--- src/rtl/qd_pkg.sv ---
package qd_pkg;
   typedef enum logic [1:0] {
      ACC_FETCH = 2'b00,
      ACC_LOAD  = 2'b01,
      ACC_STORE = 2'b10,
      ACC_OTHER = 2'b11
   } acc_e;

   typedef struct packed {
      logic use_lpid;
      logic use_pid;
      logic illegal;
   } qsel_t;
endpackage

--- src/rtl/qd_quad_map.sv ---
module qd_quad_map
   import qd_pkg::*;
(
   input  logic [1:0] quad,
   input  logic       hv,
   output qsel_t      sel
);
   always_comb begin
      sel = '0;
      if (hv) begin
         unique case (quad)
            2'd0: sel = '{use_lpid: 1'b0, use_pid: 1'b1, illegal: 1'b0};
            2'd1: sel = '{use_lpid: 1'b1, use_pid: 1'b1, illegal: 1'b0};
            2'd2: sel = '{use_lpid: 1'b1, use_pid: 1'b0, illegal: 1'b0};
            default: sel = '{use_lpid: 1'b0, use_pid: 1'b0, illegal: 1'b0};
         endcase
      end else begin
         unique case (quad)
            2'd0: sel = '{use_lpid: 1'b1, use_pid: 1'b1, illegal: 1'b0};
            2'd3: sel = '{use_lpid: 1'b1, use_pid: 1'b0, illegal: 1'b0};
            default: sel = '{use_lpid: 1'b0, use_pid: 1'b0, illegal: 1'b1};
         endcase
      end
   end
endmodule

--- src/rtl/qd_rsv_check.sv ---
module qd_rsv_check #(
   parameter int BAND_W    = 10,
   parameter bit CHECK_RSV = 1'b1
) (
   input  logic [BAND_W-1:0] band,
   output logic              bad
);
   generate
      if (CHECK_RSV) begin : g_check
         assign bad = |band;
      end else begin : g_nocheck
         assign bad = 1'b0;
      end
   endgenerate
endmodule

--- src/rtl/qd_fault_rpt.sv ---
module qd_fault_rpt
   import qd_pkg::*;
#(
   parameter int EA_W = 64
) (
   input  logic            fault,
   input  logic [1:0]      acc,
   input  logic [EA_W-1:0] ea,
   output logic            is_inst,
   output logic            is_data,
   output logic [EA_W-1:0] addr
);
   logic fetch;
   assign fetch   = (acc == ACC_FETCH);
   assign is_inst = fault & fetch;
   assign is_data = fault & ~fetch;
   assign addr    = is_data ? ea : '0;
endmodule

--- src/rtl/qd_ctx_decoder.sv ---
module qd_ctx_decoder
   import qd_pkg::*;
#(
   parameter int EA_W      = 64,
   parameter int LPID_W    = 12,
   parameter int PID_W     = 20,
   parameter int RSV_LO    = 52,
   parameter bit CHECK_RSV = 1'b1
) (
   input  logic              clk,
   input  logic              rst_n,
   input  logic              in_valid,
   input  logic [EA_W-1:0]   ea,
   input  logic              hv_mode,
   input  logic [1:0]        acc,
   input  logic [LPID_W-1:0] cur_lpid,
   input  logic [PID_W-1:0]  cur_pid,
   output logic              out_valid,
   output logic [LPID_W-1:0] ctx_lpid,
   output logic [PID_W-1:0]  ctx_pid,
   output logic              seg_fault,
   output logic              fault_inst,
   output logic              fault_data,
   output logic [EA_W-1:0]   fault_addr
);
   localparam int RSV_HI = EA_W - 3;
   localparam int BAND_W = RSV_HI - RSV_LO + 1;

   generate
      if (EA_W < 8)                     begin : g_bad_ea  $error("EA_W too small");       end
      if (RSV_LO < 0 || RSV_LO > RSV_HI) begin : g_bad_rsv $error("RSV_LO out of range"); end
      if (LPID_W < 1 || PID_W < 1)      begin : g_bad_id  $error("ID widths must be >0"); end
   endgenerate

   qsel_t            sel;
   logic             rsv_bad;
   logic             fault;
   logic             n_inst, n_data;
   logic [EA_W-1:0]  n_addr;
   logic [LPID_W-1:0] n_lpid;
   logic [PID_W-1:0]  n_pid;

   qd_quad_map u_map (
      .quad (ea[EA_W-1 -: 2]),
      .hv   (hv_mode),
      .sel  (sel)
   );

   qd_rsv_check #(.BAND_W(BAND_W), .CHECK_RSV(CHECK_RSV)) u_rsv (
      .band (ea[RSV_HI:RSV_LO]),
      .bad  (rsv_bad)
   );

   assign fault  = rsv_bad | sel.illegal;
   assign n_lpid = (!fault && sel.use_lpid) ? cur_lpid : '0;
   assign n_pid  = (!fault && sel.use_pid)  ? cur_pid  : '0;

   qd_fault_rpt #(.EA_W(EA_W)) u_rpt (
      .fault   (fault),
      .acc     (acc),
      .ea      (ea),
      .is_inst (n_inst),
      .is_data (n_data),
      .addr    (n_addr)
   );

   always_ff @(posedge clk or negedge rst_n) begin
      if (!rst_n) begin
         out_valid  <= 1'b0;
         ctx_lpid   <= '0;
         ctx_pid    <= '0;
         seg_fault  <= 1'b0;
         fault_inst <= 1'b0;
         fault_data <= 1'b0;
         fault_addr <= '0;
      end else begin
         out_valid <= in_valid;
         if (in_valid) begin
            ctx_lpid   <= n_lpid;
            ctx_pid    <= n_pid;
            seg_fault  <= fault;
            fault_inst <= n_inst;
            fault_data <= n_data;
            fault_addr <= n_addr;
         end
      end
   end
endmodule

--- config.mk ---
export PLATFORM = sky130hd
export DESIGN_NAME = qd_ctx_decoder
export DESIGN_NICKNAME = d
export VERILOG_FILES = /design/src/rtl/qd_pkg.sv /design/src/rtl/qd_quad_map.sv /design/src/rtl/qd_rsv_check.sv /design/src/rtl/qd_fault_rpt.sv /design/src/rtl/qd_ctx_decoder.sv
export SDC_FILE = /design/constraint.sdc
export NUM_CORES = 1
export LEC_CHECK = 0
export BUFFER_PORTS_ARGS = -buffer_cell sky130_fd_sc_hd__buf_4
export CORE_MARGIN = 10
export CORE_UTILIZATION = 25
export DETAILED_ROUTE_END_ITERATION = 8
export PLACE_DENSITY = 0.46
export REMOVE_ABC_BUFFERS = 1
export SLEW_MARGIN = 20
export SYNTH_ARGS = -nofsm -noshare
export SYNTH_HDL_FRONTEND = slang
export SYNTH_HIERARCHICAL = 1
export SYNTH_SLANG_ARGS = --single-unit
--- constraint.sdc ---
create_clock -name clk -period 1.42 [get_ports clk]
set_clock_uncertainty 0.1 [all_clocks]
set_input_delay 0.071 -clock clk [delete_from_list [all_inputs] [get_ports clk]]
set_output_delay 0.071 -clock clk [all_outputs]
set_load 0.02 [all_outputs]
==> flow_results.xml, run 1 <==
<?xml version="1.0" encoding="UTF-8"?>
<metrics>
  <group name="status">
    <metric name="run_status" unit="">complete, but fails checks</metric>
    <metric name="violated_checks" unit="">setup timing</metric>
  </group>
  <group name="setup_path">
    <metric name="crit_slowest_cell" unit="">or2_4</metric>
    <metric name="critical_path.n_buffers_inverters" unit="">2</metric>
    <metric name="critical_path_s_top_delay_family" unit="">simple AND/OR/NAND/NOR gates</metric>
    <metric name="path_class" unit="">primary input to flop</metric>
    <metric name="end_kind" unit="">flop</metric>
    <metric name="cp-start-kind" unit="">primary input</metric>
    <metric name="worstPathMaxFanout" unit="">23</metric>
    <metric name="worst_ep_required_time" unit="ns">1.56</metric>
    <metric name="path_cells" unit="">buf_6, nor4_4, nand3_2, or2_4, buf_12, nor3b_1, mux2_2</metric>
    <metric name="timing.critical_path.arrival" unit="ns">1.56</metric>
    <metric name="critical_path.max_stage_delay" unit="ns">0.33</metric>
  </group>
  <group name="timing">
    <metric name="worst_hold_slack" unit="ns">0.0232</metric>
    <metric name="rsz0062_at_grt" unit="">true</metric>
    <metric name="final_min_period_over_clock_period" unit="%">100</metric>
    <metric name="fin_setup_tns" unit="ns">-0.00300</metric>
    <metric name="final-max-slew-violation-count" unit="">0</metric>
    <metric name="fmaxAchievable" unit="GHz">0.703</metric>
    <metric name="setup_viol" unit="">1</metric>
    <metric name="least_margin_pin_slew" unit="ns">0.746</metric>
    <metric name="fin_ws" unit="ns">-0.00300</metric>
    <metric name="slew-limit-headroom" unit="%">50.2</metric>
    <metric name="finalHoldViolCount" unit="">0</metric>
    <metric name="period_needed" unit="ns">1.42</metric>
  </group>
  <group name="floorplanning">
    <metric name="fp.dieH" unit="µm">162</metric>
    <metric name="design.portCount" unit="">202</metric>
    <metric name="start_util" unit="%">25.2</metric>
    <metric name="design.die.area" unit="µm²">26400</metric>
    <metric name="core-area" unit="µm²">20100</metric>
    <metric name="floorplan.rows" unit="">52</metric>
    <metric name="chip_width" unit="µm">162</metric>
  </group>
  <group name="global_routing">
    <metric name="antenna_found_initial" unit="">0</metric>
    <metric name="grt_max_degree" unit="">67</metric>
    <metric name="overflow" unit="">0</metric>
    <metric name="grt_pass1_vias" unit="">4785</metric>
    <metric name="globalRouteTotalUtil" unit="%">12.3</metric>
    <metric name="grt_pass1_wl" unit="µm">26000</metric>
  </group>
  <group name="hold_path">
    <metric name="worst_hold_path_type" unit="">primary input to flop</metric>
  </group>
  <group name="logic_synthesis">
    <metric name="synth.avg_cell_area" unit="µm²">13.3</metric>
    <metric name="area_fraction_of_the_dominant_cell_type_after_synthesis" unit="%">49.3</metric>
    <metric name="synthTopCellsByArea" unit="">dfrtp_1, o211a_1, mux2_2, mux2_4, o22ai_2</metric>
    <metric name="synth.yosys.warnings" unit="">6</metric>
    <metric name="synth_top_cell_by_area" unit="">dfrtp_1</metric>
    <metric name="synth_cells" unit="">382</metric>
    <metric name="netlist_area" unit="µm²">5070</metric>
    <metric name="postSynthRegisterBits" unit="">100</metric>
    <metric name="synthDistinctLibCells" unit="">22</metric>
    <metric name="ys_seq_area_share" unit="%">49.3</metric>
  </group>
  <group name="final_layout">
    <metric name="area_growth" unit="%">61.0</metric>
    <metric name="layout.nets" unit="">775</metric>
    <metric name="fin_util" unit="%">40.6</metric>
    <metric name="num_antenna_cells" unit="">0</metric>
    <metric name="post_route_cells_drive_above_1_share" unit="%">50.8</metric>
  </group>
  <group name="routing">
    <metric name="initialDrtViolationCount" unit="">173</metric>
    <metric name="totalWireLength" unit="µm">16700</metric>
    <metric name="drt_pass1_iterations" unit="">4</metric>
    <metric name="vias_per_cell" unit="">4.36</metric>
    <metric name="total_via_count_after_detailed_routing" unit="">4120</metric>
    <metric name="drt.antenna.violating_nets" unit="">0</metric>
    <metric name="wl_per_cell" unit="µm">17.7</metric>
    <metric name="remaining_drc_errors" unit="">0</metric>
  </group>
  <group name="place">
    <metric name="numPortBuffers" unit="">201</metric>
    <metric name="detailedPlace.worstSlack" unit="ns">-0.509</metric>
    <metric name="place.gp.congestion" unit="">0.742</metric>
    <metric name="dp.final_hpwl" unit="µm">11100</metric>
  </group>
  <group name="clock_tree">
    <metric name="clk_path_buf_depth" unit="">2</metric>
    <metric name="root_buffer" unit="">clkbuf_16</metric>
    <metric name="cts_tree" unit="">built</metric>
    <metric name="clock_latency" unit="ns">0.34</metric>
    <metric name="numCtsBuffers" unit="">9</metric>
    <metric name="h-tree-depth" unit="">3</metric>
    <metric name="cts_sinks" unit="">100</metric>
    <metric name="path_clk_slew" unit="ns">0.08</metric>
    <metric name="post-cts-setup-buffer-count" unit="">0</metric>
  </group>
  <group name="power">
    <metric name="power_leakage" unit="µW">0.00418</metric>
    <metric name="maximum_ir_drop_on_the_vdd_rail" unit="V">0.000529</metric>
    <metric name="power.density" unit="nW/µm²">907</metric>
  </group>
  <group name="run">
    <metric name="timing.max_cap.violations" unit="">0</metric>
  </group>
</metrics>
==> metrics by stage <==
step / power, µW / instances / instance area (µm²)
floorplan: 3890 / 343 / 4740
detailed placement: 4840 / 836 / 6870
finish: 7410 / 945 / 8170
CTS: 7560 / 942 / 8090
global placement: 4810 / 836 / 6870
global route: 7790 / 945 / 8170
==> area by class of cell <==
cell class              instances  area [µm²]
clock buffers                  10         239
clock inverters                 5        45.0
fillers                      1936       11900
inverters                      34         128
multi-input cells             209        2150
flip-flops and latches        100        2500
well taps                     270         338
repair buffers                317        2760
==> power breakdown <==
part / internal, µW / switching (µW) / total (µW)
sequential: 3050 / 128 / 3180
clock: 1260 / 1170 / 2430
combinational: 998 / 801 / 1800
total: 5310 / 2100 / 7410
==> layout by cell type, fill, tap and decap left out, types with 2 or more instances in the layout <==
master and count:
buf_12 9, o211a_1 64, mux2_2 41, clkbuf_16 10
or3b_4 2, ha_1 2, inv_6 2, buf_4 209
o22ai_2 30, buf_6 6, nor4_4 2, mux2_4 26
dlygate4sd3_1 92, dfrtp_1 100, inv_1 34, o22ai_1 2
nand2_1 32
==> worst paths after layout <==
path / slack (ns) / depth (start not counted) / from / to
worst min register to register: 0.41 / 1 / fault_addr[18] / fault_addr[18]
min in group asynchronous: 0.11 / 2 / rst_n / fault_addr[29]
max in group asynchronous: 0.55 / 3 / rst_n / fault_addr[49]
worst max-delay path: -0.003 / 7 / ea[53] / fault_inst
worst max register to register: 0.53 / 1 / fault_addr[31] / fault_addr[31]
worst min-delay path: 0.02 / 2 / in_valid / fault_addr[38]
==> timing repair <==
action,in CTS,in global routing
gates resized for setup,4,6
hold endpoints to repair,190,1
cloned,0,2
pin swaps,1,4
endpoints found under the setup margin,68,71
hold buffers,91,1
==> sequential cells by signal, summed over array words and instances, names as in the netlist <==
register,cells
ctx_pid,20
out_valid,1
fault_inst,1
ctx_lpid,12
fault_data,1
seg_fault,1
fault_addr,64
==> cell usage after synthesis, drive strengths merged <==
master	number
nor3b	1
or2	1
nor2b	1
ha	2
inv	34
xnor2	1
nand2	32
or3b	2
o21a	1
mux2	67
nor4	2
nor2	1
buf	39
dfrtp	100
o211a	64
o22ai	32
nand3	1
a21o	1
==> cell families after synthesis <==
logic type                 synth area share (%)
AOI/OAI and AO/OA                          20.6
xor gates and xnor gates                  0.173
muxes                                      16.8
adders and majority gates                 0.493
buffers and inverters                      8.98
DFF                                        49.3
and+or+nand+nor                            3.63
==> layer usage <==
layer / track usage [%] / share of wire (%) / vias to the layer above
met5: 0 / 0 / -
met4: 4.63 / 2.1 / 0
met3: 4.12 / 7.0 / 22
met2: 21.2 / 51 / 109
met1: 13.7 / 40 / 2049
li1: - / - / 1940
Power figures use the tool's default switching activity.
==> inputs of run 2 (changes only) <==
- CELL_PAD_IN_SITES_DETAIL_PLACEMENT: default -> 0
- CELL_PAD_IN_SITES_GLOBAL_PLACEMENT: default -> 1
- CORE_UTILIZATION: 25 -> 41
- PLACE_DENSITY: 0.46 -> 0.85
==> flow_results.xml, run 2 (synthesized netlist as in run 1, its figures left out) <==
<?xml version="1.0" encoding="UTF-8"?>
<metrics>
  <group name="routing">
    <metric name="drt.antenna.violating_nets" unit="">0</metric>
    <metric name="initialDrtViolationCount" unit="">230</metric>
    <metric name="remaining_drc_errors" unit="">0</metric>
    <metric name="total_via_count_after_detailed_routing" unit="">4166</metric>
    <metric name="drt_pass1_iterations" unit="">4</metric>
    <metric name="wl_per_cell" unit="µm">19.2</metric>
    <metric name="totalWireLength" unit="µm">16200</metric>
    <metric name="vias_per_cell" unit="">4.96</metric>
  </group>
  <group name="final_layout">
    <metric name="nFillCells" unit="">888</metric>
    <metric name="layout.cells.most_common" unit="">buf_4</metric>
    <metric name="layout.nets" unit="">771</metric>
    <metric name="ff_latch_area" unit="µm²">2500</metric>
    <metric name="area_growth" unit="%">58.6</metric>
    <metric name="fin_util" unit="%">66.7</metric>
    <metric name="flip_flop_count_of_the_largest_register_after_layout" unit="">64</metric>
    <metric name="post_route_cells_drive_above_1_share" unit="%">51.6</metric>
    <metric name="reg.largest.list" unit="">fault_addr: 64 flops, ctx_pid: 20 flops, ctx_lpid: 12 flops</metric>
    <metric name="multiInputGateArea" unit="µm²">2190</metric>
    <metric name="final_cell_mix" unit="">buf_4, dfrtp_1, dlygate4sd3_1, o211a_1, mux2_2</metric>
    <metric name="max_flop_register" unit="">fault_addr</metric>
  </group>
  <group name="status">
    <metric name="run_status" unit="">complete, but fails checks</metric>
    <metric name="violated_checks" unit="">setup timing</metric>
  </group>
  <group name="global_routing">
    <metric name="globalRouteTotalUtil" unit="%">17.2</metric>
    <metric name="overflow" unit="">0</metric>
    <metric name="grt_max_degree" unit="">67</metric>
    <metric name="antenna_found_initial" unit="">1</metric>
    <metric name="grt_pass1_wl" unit="µm">24400</metric>
    <metric name="grt_pass1_vias" unit="">4531</metric>
  </group>
  <group name="setup_path">
    <metric name="critical_path.reg2reg.startpoint" unit="">fault_addr[51]</metric>
    <metric name="crit_cells" unit="">7</metric>
    <metric name="critical_path.max_stage_delay" unit="ns">0.37</metric>
    <metric name="cp-start-kind" unit="">primary input</metric>
    <metric name="critical_path.n_buffers_inverters" unit="">2</metric>
    <metric name="r2r-end" unit="">fault_addr[51]</metric>
    <metric name="end_kind" unit="">flop</metric>
    <metric name="critical_path_s_top_delay_family" unit="">simple AND/OR/NAND/NOR gates</metric>
    <metric name="crit_slowest_cell" unit="">or2_4</metric>
    <metric name="path_class" unit="">primary input to flop</metric>
    <metric name="worstPathMaxFanout" unit="">11</metric>
    <metric name="timing.critical_path.arrival" unit="ns">1.58</metric>
    <metric name="path_cells" unit="">buf_8, nor4_4, nand3_2, or2_4, buf_6, o211a_1, mux2_4</metric>
    <metric name="setup.worst_path.start" unit="">ea[56]</metric>
    <metric name="worst_r2r_path_depth" unit="">1</metric>
    <metric name="reg2reg_setup_slack" unit="ns">0.51</metric>
    <metric name="worst_ep_required_time" unit="ns">1.54</metric>
    <metric name="destination_of_the_critical_timing_path" unit="">fault_addr[51]</metric>
  </group>
  <group name="run">
    <metric name="timing.max_cap.violations" unit="">0</metric>
  </group>
  <group name="clock_tree">
    <metric name="clk_path_buf_depth" unit="">2</metric>
    <metric name="numCtsBuffers" unit="">9</metric>
    <metric name="cts_tree" unit="">built</metric>
    <metric name="path_clk_slew" unit="ns">0.07</metric>
    <metric name="post-cts-setup-buffer-count" unit="">0</metric>
    <metric name="h-tree-depth" unit="">3</metric>
    <metric name="clock_latency" unit="ns">0.33</metric>
    <metric name="root_buffer" unit="">clkbuf_16</metric>
    <metric name="cts_sinks" unit="">100</metric>
  </group>
  <group name="power">
    <metric name="total_power_consumption" unit="µW">7290</metric>
    <metric name="power_leakage" unit="µW">0.00417</metric>
    <metric name="internal_power" unit="µW">5320</metric>
    <metric name="switching_power" unit="µW">1970</metric>
    <metric name="share_seq_of_total_power" unit="%">43.7</metric>
    <metric name="comb_power_share" unit="%">24.7</metric>
    <metric name="power.density" unit="nW/µm²">907</metric>
    <metric name="power.share.clock" unit="%">31.5</metric>
    <metric name="maximum_ir_drop_on_the_vdd_rail" unit="V">0.000583</metric>
    <metric name="switching_share" unit="%">27.0</metric>
  </group>
  <group name="timing">
    <metric name="slew-limit-headroom" unit="%">51.8</metric>
    <metric name="rsz0062_at_grt" unit="">true</metric>
    <metric name="worst_hold_slack" unit="ns">0.0123</metric>
    <metric name="final-max-slew-violation-count" unit="">0</metric>
    <metric name="fmaxAchievable" unit="GHz">0.685</metric>
    <metric name="setup_viol" unit="">47</metric>
    <metric name="fin_ws" unit="ns">-0.0403</metric>
    <metric name="least_margin_pin_slew" unit="ns">0.722</metric>
    <metric name="final_min_period_over_clock_period" unit="%">103</metric>
    <metric name="period_needed" unit="ns">1.46</metric>
    <metric name="finalHoldViolCount" unit="">0</metric>
  </group>
  <group name="place">
    <metric name="place.gp.congestion" unit="">0.741</metric>
    <metric name="numPortBuffers" unit="">201</metric>
    <metric name="dp.final_hpwl" unit="µm">10000</metric>
  </group>
  <group name="floorplanning">
    <metric name="fp.dieH" unit="µm">131</metric>
    <metric name="start_util" unit="%">42.0</metric>
    <metric name="chip_width" unit="µm">131</metric>
    <metric name="core-area" unit="µm²">12100</metric>
    <metric name="design.portCount" unit="">202</metric>
    <metric name="floorplan.rows" unit="">40</metric>
    <metric name="design.die.area" unit="µm²">17200</metric>
  </group>
  <group name="hold_path">
    <metric name="worst_hold_path_type" unit="">primary input to flop</metric>
  </group>
</metrics>
-- run 2: cell count changes in the layout (fill, tap and decap cells not counted), moves of 2 or more --
| cell | before | now |
|---|---|---|
| buf_12 | 9 | 7 |
| clkbuf_1 | 0 | 2 |
| clkbuf_16 | 10 | 12 |
| clkinv_2 | 0 | 2 |
| dlygate4sd3_1 | 92 | 86 |
| inv_6 | 2 | 0 |
| mux2_2 | 41 | 35 |
| mux2_4 | 26 | 32 |
-- run 2: layout make-up --
type                            instances  share of cell area (%)
Clock buffer                           13                    3.24
Tap cell                              168                    2.61
Antenna cell                            1                  0.0311
Sequential cell                       100                    31.1
Timing Repair Buffer                  313                    34.0
Inverter                               34                    1.59
Multi-Input combinational cell        209                    27.3
Clock inverter                          2                   0.124
-- run 2: how the worst min path moves through the flow --
| stage | to | depth (start not counted) | start |
|---|---|---|---|
| 2_1_floorplan | ctx_lpid[0] | 0 | rst_n |
| 3_3_place_gp | fault_addr[44] | 1 | rst_n |
| 3_5_place_dp | fault_addr[40] | 1 | rst_n |
| 4_1_cts | fault_addr[38] | 3 | ea[38] |
| 5_1_grt | fault_addr[38] | 3 | ea[38] |
| 6_report | fault_addr[38] | 3 | ea[38] |
-- run 2: layer usage --
layer,track usage (%),part of all wire (%),vias up
met3,5.56,6.5,28
met5,0,0,-
met1,20.0,41,2058
met2,28.7,50,137
met4,6.50,2.3,0
li1,-,-,1943
-- run 2: power by group through the flow --
stage	clock network, µW	registers, µW	logic (µW)
2_1_floorplan	0	3470	412
3_3_place_gp	0	3220	1550
3_5_place_dp	0	3230	1570
4_1_cts	2360	3180	1770
5_1_grt	2470	3210	1920
6_report	2300	3190	1800
-- run 2: per-stage QoR --
step / std cells / setup slack [ns] / area, µm² / setup TNS, ns
finish: 840 / -0.0403 / 8040 / -0.552
global route: 840 / -0.0437 / 8040 / -0.824
CTS: 833 / 0.0185 / 7840 / 0
detailed placement: 732 / -0.449 / 6690 / -36.60
global placement: 732 / -0.439 / 6690 / -35.68
floorplan: 343 / -0.452 / 4740 / -29.01
-- run 2: timing repair --
action / in CTS / in global routing
endpoints found under the hold margin: 185 / 0
setup endpoints to repair: 66 / 49
gates cloned: 0 / 6
pin swaps: 1 / 28
gates resized for setup: 3 / 19
hold buffers: 86 / 0
==> inputs of run 3 (changes only) <==
- clock period: 1.42 -> 1.8 ns (I/O delays scaled with it)
==> flow_results.xml, run 3 (synthesized netlist as in run 1, its figures left out) <==
<?xml version="1.0" encoding="UTF-8"?>
<metrics>
  <group name="power">
    <metric name="power.density" unit="nW/µm²">798</metric>
    <metric name="total_power_consumption" unit="µW">6120</metric>
    <metric name="maximum_ir_drop_on_the_vdd_rail" unit="V">0.000469</metric>
    <metric name="power_leakage" unit="µW">0.00403</metric>
  </group>
  <group name="clock_tree">
    <metric name="path_clk_slew" unit="ns">0.07</metric>
    <metric name="cts_tree" unit="">built</metric>
    <metric name="root_buffer" unit="">clkbuf_16</metric>
    <metric name="numCtsBuffers" unit="">9</metric>
    <metric name="post-cts-setup-buffer-count" unit="">0</metric>
    <metric name="cts_sinks" unit="">100</metric>
    <metric name="clock_latency" unit="ns">0.35</metric>
    <metric name="h-tree-depth" unit="">3</metric>
    <metric name="clk_path_buf_depth" unit="">2</metric>
  </group>
  <group name="global_routing">
    <metric name="globalRouteTotalUtil" unit="%">16.6</metric>
    <metric name="overflow" unit="">0</metric>
    <metric name="antenna_found_initial" unit="">0</metric>
    <metric name="grt_pass1_wl" unit="µm">23500</metric>
    <metric name="grt_max_degree" unit="">67</metric>
    <metric name="grt_pass1_vias" unit="">4250</metric>
  </group>
  <group name="floorplanning">
    <metric name="core-area" unit="µm²">12100</metric>
    <metric name="chip_width" unit="µm">131</metric>
    <metric name="start_util" unit="%">42.0</metric>
    <metric name="design.die.area" unit="µm²">17200</metric>
    <metric name="design.portCount" unit="">202</metric>
    <metric name="fp.dieH" unit="µm">131</metric>
    <metric name="floorplan.rows" unit="">40</metric>
  </group>
  <group name="routing">
    <metric name="initialDrtViolationCount" unit="">195</metric>
    <metric name="totalWireLength" unit="µm">14900</metric>
    <metric name="vias_per_cell" unit="">4.98</metric>
    <metric name="drt.antenna.violating_nets" unit="">0</metric>
    <metric name="total_via_count_after_detailed_routing" unit="">4043</metric>
    <metric name="remaining_drc_errors" unit="">0</metric>
    <metric name="wl_per_cell" unit="µm">18.3</metric>
    <metric name="drt_pass1_iterations" unit="">4</metric>
  </group>
  <group name="final_layout">
    <metric name="max_flop_register" unit="">fault_addr</metric>
    <metric name="area_growth" unit="%">51.4</metric>
    <metric name="num_antenna_cells" unit="">0</metric>
    <metric name="layout.nets" unit="">743</metric>
    <metric name="layout.cells.most_common" unit="">buf_4</metric>
    <metric name="reg.largest.list" unit="">fault_addr: 64 flops, ctx_pid: 20 flops, ctx_lpid: 12 flops</metric>
    <metric name="fin_util" unit="%">63.6</metric>
    <metric name="final_cell_mix" unit="">buf_4, dfrtp_1, dlygate4sd3_1, o211a_1, mux2_2</metric>
    <metric name="final_design_area_no_fill" unit="µm²">7680</metric>
    <metric name="flip_flop_count_of_the_largest_register_after_layout" unit="">64</metric>
    <metric name="final_cells" unit="">812</metric>
    <metric name="post_route_cells_drive_above_1_share" unit="%">51.9</metric>
  </group>
  <group name="setup_path">
    <metric name="critical_path.reg2reg.startpoint" unit="">fault_addr[46]</metric>
    <metric name="path_class" unit="">primary input to flop</metric>
    <metric name="path_cells" unit="">buf_4, nor4_1, nand3_1, or2_2, buf_4, o211a_1, mux2_2</metric>
    <metric name="path_common_cell" unit="">buf_4</metric>
    <metric name="crit_slowest_cell" unit="">nor4_1</metric>
    <metric name="destination_of_the_critical_timing_path" unit="">fault_addr[10]</metric>
    <metric name="worst_ep_required_time" unit="ns">1.93</metric>
    <metric name="critical_path.max_stage_delay" unit="ns">0.35</metric>
    <metric name="reg2reg_setup_slack" unit="ns">0.90</metric>
    <metric name="worst_r2r_path_depth" unit="">1</metric>
    <metric name="worstPathMaxFanout" unit="">19</metric>
    <metric name="end_kind" unit="">flop</metric>
    <metric name="r2r-end" unit="">fault_addr[46]</metric>
    <metric name="timing.critical_path.arrival" unit="ns">1.71</metric>
    <metric name="cp-start-kind" unit="">primary input</metric>
    <metric name="setup.worst_path.start" unit="">ea[59]</metric>
  </group>
  <group name="timing">
    <metric name="rsz0062_at_grt" unit="">false</metric>
    <metric name="final-max-slew-violation-count" unit="">0</metric>
    <metric name="period_needed" unit="ns">1.58</metric>
    <metric name="final_min_period_over_clock_period" unit="%">87.9</metric>
    <metric name="worst_hold_slack" unit="ns">0.00807</metric>
    <metric name="setup_viol" unit="">0</metric>
    <metric name="slew-limit-headroom" unit="%">50.1</metric>
    <metric name="fmaxAchievable" unit="GHz">0.632</metric>
    <metric name="finalHoldViolCount" unit="">0</metric>
    <metric name="least_margin_pin_slew" unit="ns">0.749</metric>
  </group>
  <group name="status">
    <metric name="run_status" unit="">finished clean</metric>
  </group>
  <group name="hold_path">
    <metric name="worst_hold_path_type" unit="">primary input to flop</metric>
  </group>
  <group name="run">
    <metric name="timing.max_cap.violations" unit="">0</metric>
  </group>
  <group name="place">
    <metric name="dp.final_hpwl" unit="µm">10200</metric>
    <metric name="dpl.cell_count" unit="">730</metric>
    <metric name="numPortBuffers" unit="">201</metric>
    <metric name="place.gp.congestion" unit="">0.737</metric>
    <metric name="postPlaceCellArea" unit="µm²">6660</metric>
  </group>
</metrics>
[run 3: critical path, delay by kind of cell]
kind,cells,cell delay [ns]
AND/OR/NAND/NOR,3,0.87
AO/OA/AOI/OAI,1,0.15
buffers and inverters,2,0.34
multiplexers,1,0.26
[run 3: worst min-delay path by stage]
stage / start / to / slack (ns) / depth (start not counted)
final: ea[44] / fault_addr[44] / 0.008 / 3
after global routing: ea[44] / fault_addr[44] / 0.01 / 3
after CTS: ea[41] / fault_addr[41] / 0.0003 / 3
after detailed placement: rst_n / fault_addr[43] / -0.01 / 1
after global placement: rst_n / fault_addr[43] / -0.01 / 1
after floorplan: rst_n / ctx_lpid[0] / -0.31 / 0
[run 3: metrics by stage]
stage / TNS (ns) / setup WS (ns)
2_1_floorplan: -4.85 / -0.0906
3_3_place_gp: -1.54 / -0.0513
3_5_place_dp: -4.32 / -0.115
4_1_cts: 0 / 0.259
5_1_grt: 0 / 0.182
6_report: 0 / 0.218
[run 3: metal layers]
| metal | wire (µm) | GRT usage, % | part of all wire [%] | vias up |
|---|---|---|---|---|
| met5 | 0 | 0 | 0 | - |
| met4 | 271 | 6.00 | 1.8 | 0 |
| met3 | 1060 | 5.26 | 7.1 | 20 |
| met2 | 7330 | 26.8 | 49 | 145 |
| met1 | 6190 | 20.4 | 42 | 2000 |
| li1 | - | - | - | 1878 |
[run 3: final cells by class]
class | instances | area [µm²]
Inverter | 34 | 128
Clock buffer | 12 | 256
Fill cell | 935 | 4390
Tap cell | 168 | 210
Timing Repair Buffer | 285 | 2370
Multi-Input combinational cell | 209 | 2110
Clock inverter | 4 | 95.1
Sequential cell | 100 | 2500
[run 3: repair_timing]
| item | CTS | global route |
|---|---|---|
| gates resized for setup | 0 | 0 |
| hold endpoints to repair | 117 | 0 |
| hold buffers | 66 | 0 |
[run 3: power by group]
| part | internal [µW] | total (µW) | switching [µW] |
|---|---|---|---|
| combinational | 730 | 1340 | 609 |
| sequential | 2410 | 2510 | 99.9 |
| clock | 1430 | 2270 | 840 |
